$ cat src/rtl/srb_pkg.sv
package srb_pkg;

   localparam int FLAG_W = 8;
   localparam int FL_SGN = 7;
   localparam int FL_ZRO = 6;
   localparam int FL_HLF = 4;
   localparam int FL_PAR = 2;
   localparam int FL_SUB = 1;
   localparam int FL_CRY = 0;

   typedef enum logic [1:0] {
      CLS_SHIFT = 2'd0,
      CLS_TEST  = 2'd1,
      CLS_CLR   = 2'd2,
      CLS_SET   = 2'd3
   } srb_class_e;

   typedef enum logic [2:0] {
      SH_ROLC = 3'd0,
      SH_RORC = 3'd1,
      SH_ROLT = 3'd2,
      SH_RORT = 3'd3,
      SH_SHLA = 3'd4,
      SH_SHRA = 3'd5,
      SH_SHL1 = 3'd6,
      SH_SHRL = 3'd7
   } srb_shift_e;

endpackage

$ cat src/rtl/srb_shifter.sv
module srb_shifter
   import srb_pkg::*;
#(
   parameter int DW = 8
) (
   input  srb_shift_e      sel,
   input  logic [DW-1:0]   din,
   input  logic            cin,
   output logic [DW-1:0]   dout,
   output logic            cout
);
   localparam int MSB = DW - 1;

   always_comb begin
      dout = din;
      cout = 1'b0;
      unique case (sel)
         SH_ROLC: begin dout = {din[MSB-1:0], din[MSB]};  cout = din[MSB]; end
         SH_RORC: begin dout = {din[0], din[MSB:1]};      cout = din[0];   end
         SH_ROLT: begin dout = {din[MSB-1:0], cin};       cout = din[MSB]; end
         SH_RORT: begin dout = {cin, din[MSB:1]};         cout = din[0];   end
         SH_SHLA: begin dout = {din[MSB-1:0], 1'b0};      cout = din[MSB]; end
         SH_SHRA: begin dout = {din[MSB], din[MSB:1]};    cout = din[0];   end
         SH_SHL1: begin dout = {din[MSB-1:0], 1'b1};      cout = din[MSB]; end
         SH_SHRL: begin dout = {1'b0, din[MSB:1]};        cout = din[0];   end
         default: begin dout = din;                       cout = 1'b0;     end
      endcase
   end
endmodule

$ cat src/rtl/srb_parity.sv
module srb_parity #(
   parameter int DW          = 8,
   parameter bit REDUCE_FORM = 1'b1
) (
   input  logic [DW-1:0] din,
   output logic          even
);
   generate
      if (REDUCE_FORM) begin : g_reduce
         assign even = ~(^din);
      end else begin : g_chain
         logic [DW:0] acc;
         assign acc[0] = 1'b0;
         for (genvar i = 0; i < DW; i++) begin : g_stage
            assign acc[i+1] = acc[i] ^ din[i];
         end
         assign even = ~acc[DW];
      end
   endgenerate
endmodule

$ cat src/rtl/srb_bitop.sv
module srb_bitop
   import srb_pkg::*;
#(
   parameter int DW = 8,
   localparam int IW = $clog2(DW)
) (
   input  srb_class_e    cls,
   input  logic [IW-1:0] idx,
   input  logic [DW-1:0] din,
   output logic [DW-1:0] dout,
   output logic          sel_zero
);
   logic [DW-1:0] mask;

   generate
      for (genvar g = 0; g < DW; g++) begin : g_dec
         assign mask[g] = (idx == IW'(g));
      end
   endgenerate

   assign sel_zero = ~|(din & mask);

   always_comb begin
      unique case (cls)
         CLS_CLR: dout = din & ~mask;
         CLS_SET: dout = din | mask;
         default: dout = din;
      endcase
   end
endmodule

$ cat src/rtl/srb_unit.sv
module srb_unit
   import srb_pkg::*;
#(
   parameter int DW          = 8,
   parameter bit REDUCE_PAR  = 1'b1,
   localparam int IW         = $clog2(DW)
) (
   input  logic              clk,
   input  logic              rst_n,
   input  logic              start,
   input  logic [1:0]        op_class,
   input  logic [2:0]        op_sel,
   input  logic [IW-1:0]     bit_idx,
   input  logic [DW-1:0]     operand,
   input  logic [FLAG_W-1:0] flags_in,
   output logic [DW-1:0]     result,
   output logic [FLAG_W-1:0] flags_out,
   output logic              valid
);
   generate
      if (DW < 2 || (DW & (DW - 1)) != 0) begin : g_bad_width
         $error("srb_unit: DW must be a power of two of at least 2");
      end
   endgenerate

   srb_class_e          cls;
   srb_shift_e          sel;
   logic [DW-1:0]       sh_out, bit_out;
   logic                sh_cout, bit_zero, par_even;
   logic [DW-1:0]       nxt_res;
   logic [FLAG_W-1:0]   nxt_flg;

   assign cls = srb_class_e'(op_class);
   assign sel = srb_shift_e'(op_sel);

   srb_shifter #(.DW(DW)) u_shift (
      .sel  (sel),
      .din  (operand),
      .cin  (flags_in[FL_CRY]),
      .dout (sh_out),
      .cout (sh_cout)
   );

   srb_bitop #(.DW(DW)) u_bit (
      .cls      (cls),
      .idx      (bit_idx),
      .din      (operand),
      .dout     (bit_out),
      .sel_zero (bit_zero)
   );

   srb_parity #(.DW(DW), .REDUCE_FORM(REDUCE_PAR)) u_par (
      .din  (sh_out),
      .even (par_even)
   );

   always_comb begin
      nxt_flg = flags_in;
      nxt_res = bit_out;
      unique case (cls)
         CLS_SHIFT: begin
            nxt_res         = sh_out;
            nxt_flg         = '0;
            nxt_flg[FL_SGN] = sh_out[DW-1];
            nxt_flg[FL_ZRO] = ~|sh_out;
            nxt_flg[FL_PAR] = par_even;
            nxt_flg[FL_CRY] = sh_cout;
         end
         CLS_TEST: begin
            nxt_flg[FL_SUB] = 1'b0;
            nxt_flg[FL_HLF] = 1'b1;
            nxt_flg[FL_ZRO] = bit_zero;
         end
         default: nxt_flg = flags_in;
      endcase
   end

   always_ff @(posedge clk) begin
      if (!rst_n) begin
         result    <= '0;
         flags_out <= '0;
         valid     <= 1'b0;
      end else begin
         valid <= start;
         if (start) begin
            result    <= nxt_res;
            flags_out <= nxt_flg;
         end
      end
   end
endmodule

$ cat config.mk
export PLATFORM = sky130hd
export DESIGN_NAME = srb_unit
export DESIGN_NICKNAME = d
export VERILOG_FILES = /design/src/rtl/srb_pkg.sv /design/src/rtl/srb_shifter.sv /design/src/rtl/srb_parity.sv /design/src/rtl/srb_bitop.sv /design/src/rtl/srb_unit.sv
export SDC_FILE = /design/constraint.sdc
export NUM_CORES = 1
export LEC_CHECK = 0
export ABC_CLOCK_PERIOD_IN_PS = 3900
export BUFFER_PORTS_ARGS = -buffer_cell sky130_fd_sc_hd__buf_2
export CAP_MARGIN = 20
export CORE_MARGIN = 2
export CORE_UTILIZATION = 53
export DETAILED_ROUTE_END_ITERATION = 8
export HOLD_SLACK_MARGIN = 0.03
export PLACE_DENSITY_LB_ADDON = 0.2
export SYNTH_ARGS = -nofsm -noshare
export SYNTH_HDL_FRONTEND = slang
export SYNTH_SLANG_ARGS = --single-unit
$ cat constraint.sdc
create_clock -name clk -period 3.9 [get_ports clk]
set_input_delay 0.39 -clock clk [delete_from_list [all_inputs] [get_ports clk]]
set_output_delay 0.39 -clock clk [all_outputs]
set_load 0.05 [all_outputs]
==> reports/results.tsv <==
stage	metric	value	unit
sta	fmax	580	MHz
power_and_ir_drop	pwr dens	314	nW/um^2
grt	vias in the first global route	1120	
die	die footprint	2690	sq um
worst_setup_path	CP startpoint kind	input port	
clock_tree	CTS root buf	clkbuf_4	
clock_tree	Post CTS Setup Buffer Count	0	
clock_tree	post_cts resized	0	
worst_setup_path	CP endpoint kind	flip-flop	
finish	Area Overhead vs Synth	17.8	%
yosys	Synth Area in Simple Gates	19.3	%
worst_setup_path	Worst Path Required	4.12	ns
sta	period utilization	44.2	%
worst_setup_path	Critical R2R Launch	result[0]	
yosys	compound-cell area share of the yosys netlist	32.7	%
min_path	hold_sp	flags_in[7]	
worst_setup_path	crit path max fanout	7	
run	maximum capacitance violations	0	
place	DP Area	1400	sq um
grt	largest net degree at the start of global routing	34	
yosys	xor/xnor cell area share of the yosys netlist	2.17	%
power_and_ir_drop	Peak VDD IR	0.000154	V
die	I/O pin cnt	44	
sta	Fin Clk Skew	0	ns
sta	relative slew slack	68.3	%
die	initial core utilization	55.3	%
min_path	hold path cells	3	
route	via count	1277	
worst_setup_path	R2R setup slack	3.13	ns
yosys	Seq cells post-synth	17	
yosys	Yosys warnings	0	
min_path	hold path endpoint	flags_out[7]	
route	Detail Route Antenna Nets	0	
clock_tree	TritonCTS Buffers	3	
finish	post-route insts no fill	211	
die	row cnt	17	
place	GPL Wtd Cong	0.936	
grt	first-pass GRT wire length	4.77	mm
clock_tree	CTS Buffer Depth	2	
yosys	Unique masters post-synth	39	
worst_setup_path	RR Endpoint	result[0]	
clock_tree	CTS tree	yes	
finish	Antenna diodes	0	
worst_setup_path	worst path cell trace	buf_2 > or3b_1 > a21oi_2 > nor2_1 > ha_1 > xnor2_1 > xnor2_1 > nand2_1 > a31oi_1	
route	DRT iter0 DRCs	28	
sta	PnR worst setup slack	2.18	ns
clock_tree	clock sink total	17	
finish	area of the multi-input gates	807	sq um
route	WL final	2.98	mm
yosys	cell count after synthesis	149	
clock_tree	CTS Hold Bufs	0	
sta	worst hold slack	0.351	ns
worst_setup_path	Worst R2R Path Depth	2	
place	Placed Cells incl. Taps	207	
finish	Register Area	340	sq um
finish	Post-Route Utilization	65.2	%
power_and_ir_drop	Tot Pwr	0.448	mW
worst_setup_path	Critical-path top delay cell	or3b_1	
route	Vias/cell	6.05	
clock_tree	Clk Latency, worst-skew pair	0.29	ns
worst_setup_path	CP peak stage delay	0.37	ns
finish	# nets final	215	
sta	fin crit period	1.72	ns
grt	total track usage	22.9	%
clock_tree	H-Tree Depth	1	
sta	Final Setup Violations	0	
die	Die Ht	51.8	um
route	DR DRC count	0	
place	PortBufs	43	
yosys	syn_nets	180	
grt	total grt overflow	0	
yosys	syn avg cell area	8.14	sq um
route	Avg WL per Cell	14.1	um
place	DP HPWL	2.18	mm
sta	Fin Setup TNS	0	ns
route	DRT Pass-1 Iters	4	
sta	Hold Fails Final Rpt	0	
power_and_ir_drop	leakage	0.613	nW
die	Die Wd	51.8	um
finish	Fillers	211	
yosys	share of the yosys chip area belonging to registers	28.1	%
die	Core Area	2190	sq um
worst_setup_path	Worst EP arrival	1.95	ns
run_status	status	finished clean	
min_path	HP Class	in -> reg	
place	dpl ws	1.87	ns
sta	fin. max-slew vios	0	
yosys	Adder-Cell Fraction of Synth Area	4.13	%
yosys	largest family of logic cells by synthesized area	compound AO/OA/AOI/OAI gates	
finish	Finished Cell Area	1430	sq um
finish	layout cell share with drive strength beyond 1	26.8	%
clock_tree	Worst-path clk slew	0.09	ns
sta	RSZ-0062 raised after global routing	false	
sta	worst slew pin tran	0.476	ns
worst_setup_path	CP Class	in -> reg	
grt	initial antenna violation count	0	
worst_setup_path	crit-path most repeated cell	xnor2_1	
yosys	mux contribution to synthesized area	8.26	%
yosys	cell area after synthesis	1210	sq um
## power by group
group          switching, mW  total (mW)  internal, mW  leakage (nW)
clock network         0.0512      0.0910        0.0398        0.0150
registers            0.00496       0.191         0.186         0.141
logic                  0.110       0.167        0.0569         0.457
## layer usage
layer | wire length [um] | track usage, % | part of all wire (%)
met5 | 0 | 0 | 0
met4 | 24 | 7.46 | 0.81
met3 | 180 | 1.72 | 6.0
met2 | 1340 | 39.9 | 45
met1 | 1440 | 29.5 | 48
## registers in the layout, indices dropped and copies added, names as in the netlist
signal / cells
flags_out: 8
result: 8
valid: 1
## cell usage after synthesis
cell | instances | share of area (%)
inv_1 | 1 | 0.31
nor3_1 | 1 | 0.41
nor2_2 | 1 | 0.52
a21boi_0 | 3 | 1.9
a41oi_1 | 2 | 1.4
o32a_1 | 1 | 0.83
nor2_1 | 7 | 2.2
o21a_1 | 1 | 0.62
nand3_1 | 4 | 1.7
o211ai_1 | 6 | 3.7
buf_4 | 1 | 0.62
buf_2 | 7 | 2.9
or3b_1 | 2 | 1.4
dfxtp_1 | 17 | 28
or2_1 | 1 | 0.52
o221a_1 | 1 | 0.93
a41o_1 | 1 | 0.83
xnor2_1 | 3 | 2.2
nor2b_1 | 3 | 1.5
o21ai_1 | 2 | 0.83
clkbuf_1 | 5 | 1.5
nor4bb_1 | 1 | 0.83
o21ai_0 | 18 | 7.4
a21boi_1 | 4 | 2.5
nand3b_1 | 3 | 1.9
a41oi_2 | 1 | 1.3
a31oi_1 | 13 | 6.7
o31ai_1 | 1 | 0.62
mux2i_1 | 10 | 8.3
a21oi_1 | 4 | 1.7
nor3b_1 | 2 | 1.2
a21oi_2 | 1 | 0.72
nand4_1 | 1 | 0.52
nand2b_1 | 5 | 2.6
and4b_1 | 1 | 0.83
o221ai_1 | 1 | 0.72
ha_1 | 4 | 4.1
and2_1 | 2 | 1.0
nand2_1 | 7 | 2.2
## cell usage in the layout (no fill, tap or decap), drive strengths merged, types with 2 or more instances in the layout
| master | netlist | routed |
|---|---|---|
| a41oi | 3 | 3 |
| nand3 | 4 | 4 |
| clkbuf | 5 | 4 |
| nand3b | 3 | 3 |
| dfxtp | 17 | 17 |
| a21oi | 5 | 5 |
| buf | 8 | 43 |
| xnor2 | 3 | 3 |
| ha | 4 | 4 |
| nor2 | 8 | 8 |
| o21ai | 20 | 20 |
| nand2b | 5 | 5 |
| a31oi | 13 | 13 |
| nor2b | 3 | 3 |
| o211ai | 6 | 6 |
| or3b | 2 | 2 |
| mux2i | 10 | 10 |
| nor3b | 2 | 2 |
| a21boi | 7 | 7 |
| nand2 | 7 | 7 |
| and2 | 2 | 2 |
## critical path: cells and delay by family
| kind | cells | cell delay (ns) |
|---|---|---|
| simple gates | 3 | 0.50 |
| xor+xnor | 2 | 0.32 |
| fa+ha+maj | 1 | 0.30 |
| compound gates | 2 | 0.29 |
| buf+inv | 1 | 0.14 |
## cell type report
type                       instances  area share (%)
multi-input combinational        118            56.5
sequential                        17            23.8
timing repair buffer              43            15.1
tap                               28            2.45
clock buffer                       4            1.84
inverter                           1           0.263
## kinds of logic (layout without fill, tap and decap cells)
group,count (synthesis),count (layout)
adder cells (fa/ha/maj),4,4
flip-flops,17,17
AND/OR/NAND/NOR,41,41
AO/OA/AOI/OAI,60,60
multiplexers,10,10
buffers and inverters,14,48
XOR/XNOR,3,3
## how the worst max path moves through the flow
stage               startpoint           end  slack, ns  depth (start not counted)
finish              operand[7]  flags_out[2]       2.18                          9
global route        operand[7]  flags_out[2]       2.04                          9
CTS                 operand[7]  flags_out[2]       2.17                          9
detailed placement  operand[7]  flags_out[2]       1.87                          9
global placement    operand[7]  flags_out[2]       1.93                          9
floorplan            op_sel[2]  flags_out[2]       2.10                          8
Note: power is estimated with default switching activity, not from simulation.
